`src/rtl/usbtx_pkg.sv`:
```
package usbtx_pkg;

    typedef enum logic [1:0] {
        ST_IDLE,
        ST_SEND,
        ST_SE0,
        ST_JEND
    } tx_state_e;

    // Longest run of ones before a zero is forced onto the line
    localparam int STUFF_RUN = 6;

    typedef struct packed {
        logic dp;
        logic dm;
    } pin_pair_t;

    // Map the abstract line level (J or K) and SE0 onto the two wires
    function automatic pin_pair_t map_pins(logic se0, logic level_j, logic ls_mode);
        pin_pair_t p;
        logic dp_lvl;
        dp_lvl = level_j ^ ls_mode;
        if (se0) begin
            p.dp = 1'b0;
            p.dm = 1'b0;
        end else begin
            p.dp = dp_lvl;
            p.dm = ~dp_lvl;
        end
        return p;
    endfunction

endpackage

```
`src/rtl/usbtx_nco.sv`:
```
module usbtx_nco #(
    parameter int ACC_W = 16
) (
    input  logic             clk,
    input  logic             rst,
    input  logic             run,
    input  logic [ACC_W-1:0] inc,
    output logic             tick
);
    logic [ACC_W-1:0] acc;
    logic [ACC_W:0]   sum;

    assign sum  = {1'b0, acc} + {1'b0, inc};
    assign tick = run & sum[ACC_W];

    always_ff @(posedge clk) begin
        if (rst || !run) begin
            acc <= '0;
        end else begin
            acc <= sum[ACC_W-1:0];
        end
    end
endmodule

```
`src/rtl/usbtx_nrzi_stuff.sv`:
```
module usbtx_nrzi_stuff #(
    parameter int RUN = usbtx_pkg::STUFF_RUN
) (
    input  logic clk,
    input  logic rst,
    input  logic set_j,
    input  logic emit,
    input  logic bit_val,
    output logic line_j,
    output logic stuff_due
);
    localparam int CW = $clog2(RUN + 1);

    logic [CW-1:0] ones;

    assign stuff_due = (ones == CW'(RUN));

    always_ff @(posedge clk) begin
        if (rst || set_j) begin
            line_j <= 1'b1;
            ones   <= '0;
        end else if (emit) begin
            if (bit_val) begin
                ones <= ones + 1'b1;
            end else begin
                line_j <= ~line_j;
                ones   <= '0;
            end
        end
    end
endmodule

```
`src/rtl/usbtx_pin_drive.sv`:
```
module usbtx_pin_drive (
    input  logic active,
    input  logic se0,
    input  logic line_j,
    input  logic low_speed,
    output logic dp,
    output logic dm,
    output logic oe
);
    import usbtx_pkg::*;

    pin_pair_t pins;

    always_comb begin
        pins = map_pins(se0, line_j, low_speed);
        dp   = pins.dp;
        dm   = pins.dm;
        oe   = active;
    end
endmodule

```
`src/rtl/usbfs_tx_serializer.sv`:
```
module usbfs_tx_serializer #(
    parameter int NCO_W    = 16,
    parameter int DATA_W   = 8,
    parameter int SE0_BITS = 2
) (
    input  logic              clk,
    input  logic              rst,
    input  logic [NCO_W-1:0]  nco_inc,
    input  logic              low_speed,
    input  logic [DATA_W-1:0] tx_data,
    input  logic              tx_valid,
    output logic              tx_ready,
    output logic              tx_done,
    output logic              usb_dp,
    output logic              usb_dm,
    output logic              usb_oe
);
    import usbtx_pkg::*;

    localparam int                IDX_W     = $clog2(DATA_W);
    localparam int                SE0_W     = (SE0_BITS > 1) ? $clog2(SE0_BITS) : 1;
    localparam logic [IDX_W-1:0]  IDX_LAST  = IDX_W'(DATA_W - 1);
    localparam logic [SE0_W-1:0]  SE0_LAST  = SE0_W'(SE0_BITS - 1);
    localparam logic [DATA_W-1:0] SYNC_WORD = {1'b1, {(DATA_W-1){1'b0}}};

    tx_state_e         state;
    logic [DATA_W-1:0] shreg;
    logic [IDX_W-1:0]  bidx;
    logic [DATA_W-1:0] hold;
    logic              hold_full;
    logic [SE0_W-1:0]  se0_cnt;
    logic              done_r;

    logic              bit_tick;
    logic              take;
    logic              avail;
    logic [DATA_W-1:0] next_byte;
    logic              last_bit;
    logic              enc_set_j;
    logic              enc_emit;
    logic              enc_bit;
    logic              line_j;
    logic              stuff_due;

    usbtx_nco #(.ACC_W(NCO_W)) u_nco (
        .clk  (clk),
        .rst  (rst),
        .run  (state != ST_IDLE),
        .inc  (nco_inc),
        .tick (bit_tick)
    );

    usbtx_nrzi_stuff #(.RUN(STUFF_RUN)) u_enc (
        .clk       (clk),
        .rst       (rst),
        .set_j     (enc_set_j),
        .emit      (enc_emit),
        .bit_val   (enc_bit),
        .line_j    (line_j),
        .stuff_due (stuff_due)
    );

    usbtx_pin_drive u_pins (
        .active    (state != ST_IDLE),
        .se0       (state == ST_SE0),
        .line_j    (line_j),
        .low_speed (low_speed),
        .dp        (usb_dp),
        .dm        (usb_dm),
        .oe        (usb_oe)
    );

    assign tx_ready  = (state == ST_IDLE) || ((state == ST_SEND) && !hold_full);
    assign take      = tx_valid && tx_ready;
    assign avail     = hold_full || take;
    assign next_byte = hold_full ? hold : tx_data;
    assign last_bit  = (bidx == IDX_LAST);
    assign tx_done   = done_r;

    // Select the bit that enters the encoder on each bit boundary
    always_comb begin
        enc_set_j = 1'b0;
        enc_emit  = 1'b0;
        enc_bit   = 1'b0;
        unique case (state)
            ST_IDLE: begin
                enc_set_j = !take;
                enc_emit  = take;
                enc_bit   = SYNC_WORD[0];
            end
            ST_SEND: begin
                if (bit_tick) begin
                    if (stuff_due) begin
                        enc_emit = 1'b1;
                        enc_bit  = 1'b0;
                    end else if (!last_bit) begin
                        enc_emit = 1'b1;
                        enc_bit  = shreg[1];
                    end else if (avail) begin
                        enc_emit = 1'b1;
                        enc_bit  = next_byte[0];
                    end
                end
            end
            ST_SE0: begin
                enc_set_j = bit_tick && (se0_cnt == SE0_LAST);
            end
            default: begin
            end
        endcase
    end

    always_ff @(posedge clk) begin
        if (rst) begin
            state     <= ST_IDLE;
            shreg     <= '0;
            bidx      <= '0;
            hold      <= '0;
            hold_full <= 1'b0;
            se0_cnt   <= '0;
            done_r    <= 1'b0;
        end else begin
            done_r <= 1'b0;
            unique case (state)
                ST_IDLE: begin
                    if (take) begin
                        state     <= ST_SEND;
                        shreg     <= SYNC_WORD;
                        bidx      <= '0;
                        hold      <= tx_data;
                        hold_full <= 1'b1;
                    end
                end
                ST_SEND: begin
                    if (take) begin
                        hold      <= tx_data;
                        hold_full <= 1'b1;
                    end
                    if (bit_tick && !stuff_due) begin
                        if (!last_bit) begin
                            shreg <= shreg >> 1;
                            bidx  <= bidx + 1'b1;
                        end else if (avail) begin
                            shreg     <= next_byte;
                            bidx      <= '0;
                            hold_full <= 1'b0;
                        end else begin
                            state   <= ST_SE0;
                            se0_cnt <= '0;
                        end
                    end
                end
                ST_SE0: begin
                    if (bit_tick) begin
                        if (se0_cnt == SE0_LAST) begin
                            state <= ST_JEND;
                        end else begin
                            se0_cnt <= se0_cnt + 1'b1;
                        end
                    end
                end
                ST_JEND: begin
                    if (bit_tick) begin
                        state  <= ST_IDLE;
                        done_r <= 1'b1;
                    end
                end
                default: state <= ST_IDLE;
            endcase
        end
    end
endmodule

```
`config.mk`:
```
export PLATFORM = sky130hd
export DESIGN_NAME = usbfs_tx_serializer
export DESIGN_NICKNAME = d
export VERILOG_FILES = /design/src/rtl/usbtx_pkg.sv /design/src/rtl/usbtx_nco.sv /design/src/rtl/usbtx_nrzi_stuff.sv /design/src/rtl/usbtx_pin_drive.sv /design/src/rtl/usbfs_tx_serializer.sv
export SDC_FILE = /design/constraint.sdc
export NUM_CORES = 1
export LEC_CHECK = 0
export BUFFER_PORTS_ARGS = -buffer_cell sky130_fd_sc_hd__buf_2
export CAP_MARGIN = 10
export CORE_MARGIN = 2
export CORE_UTILIZATION = 50
export CTS_BUF_LIST = sky130_fd_sc_hd__clkbuf_4 sky130_fd_sc_hd__clkbuf_8
export DETAILED_ROUTE_END_ITERATION = 6
export MAX_ROUTING_LAYER = met4
export PLACE_DENSITY = 0.69
export RECOVER_POWER = 100
export SLEW_MARGIN = 20
export SYNTH_ARGS = -nofsm -noshare
export SYNTH_HDL_FRONTEND = slang
export SYNTH_HIERARCHICAL = 1
export SYNTH_SLANG_ARGS = --single-unit
```
`constraint.sdc`:
```
create_clock -name clk -period 3.05 [get_ports clk]
set_input_delay 0.305 -clock clk [delete_from_list [all_inputs] [get_ports clk]]
set_output_delay 0.305 -clock clk [all_outputs]
set_load 0.01 [all_outputs]
```
# Word-level counts from Yosys, hierarchy flattened
# Index checks and enable logic that the tools add are counted.
# W data, S select, Z words.
totals:
  ff_bits: 44
  latch_bits: 0
  ram_bits: 0
  mem_bits_ro: 0
  output_inout_bits: 5
  memories: 0
op_classes:
  n_addsub: 4
  n_mul: 0
  div_mod_pow: 0
  n_lt_le_gt_ge: 0
  n_eq_ne: 13
  shifts: 0
  n_mux: 44
  n_bitwise: 6
  reduce_logical: 23
op_table:
  columns: ["op", "n"]
  rows:
  - ["$mux W8", 5]
  - ["$mux W1", 19]
  - ["$add A16 B16 Y17", 1]
  - ["$mux W2", 8]
  - ["$pmux W8 S2", 1]
  - ["$mux W3", 5]
  - ["$ne A2 B2 Y1 const B", 6]
  - ["$pmux W1 S2", 4]
  - ["$pmux W2 S4", 1]
  - ["$reduce_and A7 Y1", 1]
  - ["$add A3 B1 Y3 const B", 2]
  - ["$eq A3 B3 Y1 const B", 2]
  - ["$pmux W3 S2", 1]
  - ["$reduce_bool A2 Y1", 3]
  - ["$reduce_and A5 Y1", 1]
  - ["$eq A2 B2 Y1 const B", 2]
  - ["$logic_and A1 B1 Y1", 4]
  - ["$logic_not A1 Y1", 4]
  - ["$logic_or A1 B1 Y1", 4]
  - ["$not A1 Y1", 4]
  - ["$reduce_and A2 Y1", 2]
  - ["$reduce_and A4 Y1", 1]
  - ["$reduce_or A2 Y1", 2]
  - ["$ne A3 B3 Y1 const B", 1]
  - ["other kinds (6)", 6]

# Longest topological paths before layout
# Gate-level depths: netlist of the first run.
depth:
  depth_word: 12
  ltp_mapped: 14

# Cells and area by module
# The synthesis of the first run kept the hierarchy.
modules_own_cells:
  columns: ["mod", "instances", "cells_per_inst", "area_each_um2", "seq_area_each_um2"]
  rows:
  - ["usbfs_tx_serializer", 1, 141, 1291.2, 460.4]
  - ["usbtx_nco", 1, 143, 1239.9, 320.3]
  - ["usbtx_nrzi_stuff", 1, 23, 210.2, 80.1]
  - ["usbtx_pin_drive", 1, 4, 26.3, 0.0]

# Least setup slack after synthesis of the first run
# No wires, ideal clock.
synth_path:
  path_type: "input to register"
  from: "in nco_inc[0]"
  to: "reg u_enc.ones[0]"
  setup_ps: 73
  arrival_time_ps: 2610
  slack_ps: 367
  cell_stages: 13
  n_path_buf: 0
  cell_sequence: "ha_1 inv_1 fa_1 nor2b_4 o31a_4 o311ai_4 a21oi_2 o31a_1 nand2_1 o21ai_0 nand2_1 mux2_4 nor3_2"
synth_via:
  word_cells_on_any_way: 10
  cone_classes: "1 x add/sub; 6 x mux; 1 x bitwise; 2 x reduce/logical"
synth_rtl:
  columns: ["element", "line", "rtl"]
  rows:
  - ["start: declaration", "usbfs_tx_serializer.sv:8", "input logic [NCO_W-1:0] nco_inc,"]
  - ["$add A16 B16 Y17", "usbtx_nco.sv:13", "assign sum = {1'b0, acc} + {1'b0, inc};"]
  - ["$and A1 B1 Y1", "usbtx_nco.sv:14", "assign tick = run & sum[ACC_W];"]
  - ["via bit_tick", "usbfs_tx_serializer.sv:34", "logic bit_tick;"]
  - ["$mux W1", "usbfs_tx_serializer.sv:92", "if (bit_tick) begin"]
  - ["$pmux W1 S2", "usbfs_tx_serializer.sv:85", "unique case (state)"]
  - ["via enc_emit", "usbfs_tx_serializer.sv:40", "logic enc_emit;"]
  - ["end signal: assignment", "usbtx_nrzi_stuff.sv:24", "ones <= ones + 1'b1;"]
  - ["end: declaration", "usbtx_nrzi_stuff.sv:14", "logic [CW-1:0] ones;"]
# The timed path passes the listed nets, and every way through them passes these cells.
# A chain may end at the register's enable or synchronous reset.

# Final worst setup path of the first run
layout_path:
  from: "reg u_nco.acc[0]"
  to: "reg u_enc.ones[0]"
layout_via:
  elab_chain_cells: 5
  word_cells_on_any_way: 10
  cone_classes: "1 x add/sub; 6 x mux; 1 x bitwise; 2 x reduce/logical"
layout_rtl:
  columns: ["element", "line", "rtl"]
  rows:
  - ["start: declaration", "usbtx_nco.sv:10", "logic [ACC_W-1:0] acc;"]
  - ["start signal: assignment", "usbtx_nco.sv:20", "acc <= sum[ACC_W-1:0];"]
  - ["$add A16 B16 Y17", "usbtx_nco.sv:13", null]
  - ["$and A1 B1 Y1", "usbtx_nco.sv:14", null]
  - ["via bit_tick", "usbfs_tx_serializer.sv:34", null]
  - ["$mux W1", "usbfs_tx_serializer.sv:92", null]
  - ["$mux W1", "usbfs_tx_serializer.sv:85", null]
  - ["via enc_bit", "usbfs_tx_serializer.sv:41", "logic enc_bit;"]
  - ["$mux W3", "usbtx_nrzi_stuff.sv:23", "if (bit_val) begin"]
# The timed path passes the listed nets, and every way through them passes these cells.

==> results_dict.tcl, run 1 <==
set metrics [dict create \
    status "finished, final reports clean" \
    stdcell_count 417 \
    holdCritStartpoint "tx_data[6]" \
    power_density_mw_per_mm2 746 \
    required_ps 3280 \
    area_delta_synth_final_pct 12.4 \
    insertion_delay_ps 300 \
    p_leak_nw 1.36 \
    dieArea_mm2 0.00615 \
    synth-edff-count 0 \
    grt_pass1_vias 2151 \
    fp-row-count 27 \
    holdBufCountCts 0 \
    final_cell_area_mm2 0.00311 \
    hold_viol_final 0 \
    cts_tree "yes" \
    hp-class "primary input to flop" \
    pwr-share-seq_pct 31.8 \
    clock_path_buffers 2 \
    worstSetupStartpoint "u_nco/acc[0]" \
    gp_congestion 0.818 \
    die_h_um 78.4 \
    cts_sinks 43 \
    wl_met3_um 189 \
    maxSlewViolCount 0 \
    slew_headroom_pct 35.8 \
    num_antenna_cells 0 \
    drtAntennaViolNets 0 \
    firstDrtPassIters 4 \
    critPathKind "flop to flop" \
    drc 0 \
    grt_pass1_wl_um 9640 \
    holdPathStages 3 \
    fin_ws_ps 249 \
    swShare_pct 37.6 \
    synthTopCellsByCount "dfxtp_1, nand2_1, mux2i_1, ha_1, nor2_1" \
    yosys_warnings 6 \
    pin_count 33 \
    cap_violations 0 \
    syn_inst 311 \
    start_util_pct 50.9 \
    tightest_slew_ps 956 \
    wire_per_inst_um 13.4 \
    antenna_found_initial 0 \
    netlist_area_mm2 0.00277 \
    post_cts_resized 0 \
    dieWidth_um 78.4 \
    grt_overflow 0 \
    worstRegToRegCells 14 \
    ys_seq_elements 43 \
    finClkSkew_ps 6.33 \
    critPathLaunchType "flop" \
    dp_cells 409 \
    crit_path_max_fanout 5 \
    p_total_mw 2.32 \
    place_ws_ps 204 \
    post_cts_buffers 0 \
    root_buffer "clkbuf_8" \
    track_usage_pct 19.9 \
    synth_top_area_share_pct 31.1 \
    syn_nets 365 \
    worstReg2RegStart "u_nco/acc[0]" \
    combPwrFrac_pct 45.1 \
    holdPathEnd "hold[6]" \
    nFillCells 524 \
    fin_nets 398 \
    async_reset_ff_share_pct 0 \
    via_per_inst 5.44 \
    fin_tns_setup_ps 0 \
    drt_iter0_drc 129 \
    final_layout_size_suffix_gt1_share_pct 16.2 \
    fin_crit_sh_pct 91.8 \
    final_util_pct 57.2 \
    ys_types 57 \
    ir_drop_mv 0.320 \
    yosysMostFrequentCell "dfxtp_1" \
    core-area_mm2 0.00544 \
    wl_met1_um 2870 \
    hold_ws_ps 257 \
    syn_avg_cell_area_um2 8.90 \
    synth_area_leader_cell "dfxtp_1" \
    r2r_slack_ps 250 \
    top_layer_used "met4" \
    synthTopCellsByArea "dfxtp_1, ha_1, mux2i_1" \
    p_sw_mw 0.874 \
    cts_inserted_buffers 5 \
    pwr-share-clk_pct 23.1 \
    fmax_mhz 357 \
    clk_pin_slew_ps 90 \
    rsz0062_at_grt "false" \
    dpl-instance-area_mm2 0.00300 \
    ys_seq_area_share_pct 31.1 \
    finalSetupViolCount 0 \
    p_int_mw 1.45 \
    num_vias 2267 \
    grt_max_degree 31 \
    worst_setup_path_end_kind "flop" \
    ys.flop_type "dfxtp_1" \
    portBuffers 32 \
    met2WireLength_um 2460 \
    h-tree-depth 2 \
    cp.arrival_ps 3030 \
    dp_hpwl_um 4180 \
    fin_crit_ps 2800 \
    r2r_end "u_enc/ones[0]" \
    wirelength_um 5570 \
]
critical path, cell delays in order (launching register included):
cell      delay [ps]
dfxtp_1          320
ha_1             150
inv_1             50
fa_1             410
nor2b_4          160
o31a_2           210
o311ai_4         120
a21oi_2          140
o31a_1           150
nand2_1           80
nor2_1           270
o211a_1          240
nand2_1           80
mux2_4           260
nor3_2            90
power groups by stage:
stage          Sequential, mW  Clock, mW  Combinational, mW
2_1_floorplan           0.724          0              0.867
3_3_place_gp            0.746          0               1.06
3_5_place_dp            0.752          0               1.07
4_1_cts                 0.739      0.552               1.08
5_1_grt                 0.754      0.570               1.18
6_report                0.738      0.536               1.05
registers in the layout, summed over array words and instances, names as in the netlist:
| signal | flops |
|---|---|
| u_nco/acc | 16 |
| hold | 8 |
| shreg | 7 |
| bidx | 3 |
| u_enc/ones | 3 |
| state | 2 |
| hold_full | 1 |
| se0_cnt | 1 |
| tx_done | 1 |
| u_enc/line_j | 1 |
metal layers:
layer  vias to the layer above  global-route usage, %
met5                         -                      -
met4                         0                   5.26
met3                         6                   3.68
met2                        34                   30.0
met1                      1037                   27.6
li1                       1190                      -
layout by cell type (no fill, tap or decap), drive strengths merged, types with 2 or more instances in the layout:
master  synthesis  routed
a211o           2       2
a211oi          5       5
a21boi          2       2
a21o            6       6
a21oi          18      18
and2            5       5
and3            3       3
buf             5      30
bufinv          0       2
clkbuf          5      11
dfxtp          43      43
ha             25      25
inv            10      10
mux2            2       2
mux2i          26      26
nand2          28      28
nand2b         16      16
nand3           7       7
nor2           22      22
nor2b           8       8
nor3           14      14
nor3b           4       4
o211a           2       2
o211ai          9       9
o21a            9       9
o21ai          13      13
o31a            3       3
o31ai           2       2
xnor2           2       2
worst max-delay path by stage:
stage | cells past startpoint | to
detailed placement | 15 | u_enc/ones[0]
floorplan | 13 | u_enc/ones[0]
global placement | 15 | u_enc/ones[0]
global route | 14 | u_enc/line_j
finish | 14 | u_enc/ones[0]
CTS | 14 | u_enc/ones[0]
area by class of cell:
class	count	area (um2)	share of cell area, %
multi-input cells	248	1800	58.0
flip-flops and latches	43	861	27.7
repair buffers	36	181	5.83
well taps	72	90.1	2.90
clock buffers	5	68.8	2.21
clock inverters	3	67.6	2.17
inverters	10	37.5	1.21
logic make-up after synthesis:
kind of cell / after synthesis / share of synthesized area, %
DFF: 43 / 31.1
AOI/OAI and AO/OA: 78 / 21.0
and+or+nand+nor: 113 / 21.5
muxes: 28 / 10.4
adders and majority gates: 26 / 12.0
buffers and inverters: 20 / 3.07
xor gates and xnor gates: 3 / 0.950
Power figures use the tool's default switching activity.
==> inputs of run 2 (changes only) <==
--- a/config.mk
+++ b/config.mk
@@ -12,7 +12,7 @@
 export CTS_BUF_LIST = sky130_fd_sc_hd__clkbuf_4 sky130_fd_sc_hd__clkbuf_8
 export DETAILED_ROUTE_END_ITERATION = 6
 export MAX_ROUTING_LAYER = met4
-export PLACE_DENSITY = 0.69
+export PLACE_DENSITY = 0.76
 export RECOVER_POWER = 100
 export SLEW_MARGIN = 20
 export SYNTH_ARGS = -nofsm -noshare
==> results_dict.tcl, run 2 (synthesized netlist as in run 1, its figures left out) <==
set metrics [dict create \
    status "finished, violations left" \
    violations "capacitance limit, slew limit" \
    dieWidth_um 78.4 \
    rsz0062_at_grt "false" \
    dpl-instance-area_mm2 0.00301 \
    num_antenna_cells 0 \
    area_delta_synth_final_pct 10.8 \
    die_h_um 78.4 \
    firstDrtPassIters 4 \
    clk_pin_slew_ps 90 \
    fin_tns_setup_ps 0 \
    cap_violations 1 \
    fin_crit_sh_pct 92.1 \
    place_ws_ps 192 \
    cts_tree "yes" \
    final_common_cell "dfxtp_1" \
    holdPathStages 3 \
    post_cts_resized 0 \
    critPathLaunchType "flop" \
    holdBufCountCts 0 \
    finClkSkew_ps 8.31 \
    grt_pass1_wl_um 9750 \
    grt_pass1_vias 2186 \
    crit_chain "ha_1, inv_1, fa_1, nor2b_4, o31a_4, o311ai_4, a21oi_2, o31a_1, nand2_1, nor2_1, o211a_1, nand2_1, mux2_4, nor3_2" \
    fmax_mhz 356 \
    slew_headroom_pct -5.09 \
    hold_ws_ps 257 \
    cp.arrival_ps 3040 \
    via_per_inst 5.48 \
    grt_overflow 0 \
    tightest_slew_ps 1560 \
    post_cts_buffers 0 \
    worst_setup_path_end_kind "flop" \
    maxSlewViolCount 9 \
    top_regs "u_nco/acc: 16 flops, hold: 8 flops, shreg: 7 flops" \
    area.sequential_um2 861 \
    drtAntennaViolNets 0 \
    cpMostUsedCell "nand2_1" \
    portBuffers 32 \
    final_cell_mix "dfxtp_1, nand2_1, buf_2, mux2i_1, ha_1" \
    fin_crit_ps 2810 \
    pin_count 33 \
    antenna_found_initial 0 \
    fin_nets 399 \
    p_leak_nw 1.34 \
    wire_per_inst_um 13.5 \
    multiInputGateArea_mm2 0.00180 \
    power_density_mw_per_mm2 708 \
    dp_hpwl_um 4300 \
    gp_congestion 0.856 \
    root_buffer "clkbuf_8" \
    fin_ws_ps 242 \
    start_util_pct 50.9 \
    crit_path_max_fanout 5 \
    num_vias 2290 \
    max_stage_delay_ps 410 \
    cts_sinks 43 \
    nFillCells 510 \
    ir_drop_mv 0.281 \
    track_usage_pct 20.2 \
    worstRegToRegCells 14 \
    insertion_delay_ps 300 \
    wirelength_um 5650 \
    final_layout_size_suffix_gt1_share_pct 15.3 \
    crit_cells 14 \
    clock_path_buffers 2 \
    final_cell_area_mm2 0.00307 \
    dieArea_mm2 0.00615 \
    cts_inserted_buffers 5 \
    regMostFlops "u_nco/acc" \
    drt_iter0_drc 150 \
    path_delay_family "compound AO/OA/AOI/OAI gates" \
    h-tree-depth 2 \
    finalSetupViolCount 0 \
    crit_buf_inv 1 \
    largest_register_ffs 16 \
    hp-class "primary input to flop" \
    required_ps 3280 \
    fp-row-count 27 \
    cpMaxStageDelayCell "fa_1" \
    core-area_mm2 0.00544 \
    grt_max_degree 31 \
    drc 0 \
    critPathKind "flop to flop" \
    hold_viol_final 0 \
]
-- run 2: power by group --
part           switching [mW]  internal [mW]  leakage, nW  total (mW)
clock                   0.201          0.179       0.0491       0.380
sequential             0.0653          0.673        0.351       0.738
combinational           0.602          0.451        0.945        1.05
-- run 2: layer usage --
| metal | share of wire (%) | vias up | global-route usage (%) |
|---|---|---|---|
| met5 | 0 | - | - |
| met4 | 1.2 | 0 | 6.32 |
| met3 | 3.4 | 5 | 3.10 |
| met2 | 46 | 38 | 31.9 |
| met1 | 49 | 1061 | 26.7 |
| li1 | - | 1186 | - |
-- run 2: worst paths after layout --
check                                   from            end  slack (ps)
worst min-delay path              tx_data[4]        hold[4]         260
worst min register to register      shreg[1]       shreg[1]         480
worst max register to register  u_nco/acc[0]  u_enc/ones[0]         240
worst max-delay path            u_nco/acc[0]  u_enc/ones[0]         240
-- run 2: worst register-to-register path: stages, from the launching register on --
cell	delay [ps]
dfxtp_1	320
ha_1	170
inv_1	60
fa_1	410
nor2b_4	170
o31a_4	180
o311ai_4	110
a21oi_2	150
o31a_1	150
nand2_1	90
nor2_1	270
o211a_1	250
nand2_1	80
mux2_4	260
nor3_2	90
-- run 2: per-stage QoR --
| step | power, mW | util (%) | instances |
|---|---|---|---|
| after floorplan | 1.59 | - | 311 |
| after global placement | 1.81 | 55.3 | 410 |
| after detailed placement | 1.84 | 55.3 | 410 |
| after CTS | 2.22 | 56.9 | 418 |
| after global routing | 2.34 | 56.4 | 418 |
| final | 2.17 | 56.4 | 418 |
-- run 2: area by class of cell --
class                      instances  share of cell area [%]
clock inverter                     1                   0.163
tap                               72                    2.94
inverter                          10                    1.22
multi-input combinational        248                    58.9
sequential                        43                    28.1
clock buffer                       7                    2.73
timing repair buffer              37                    6.00
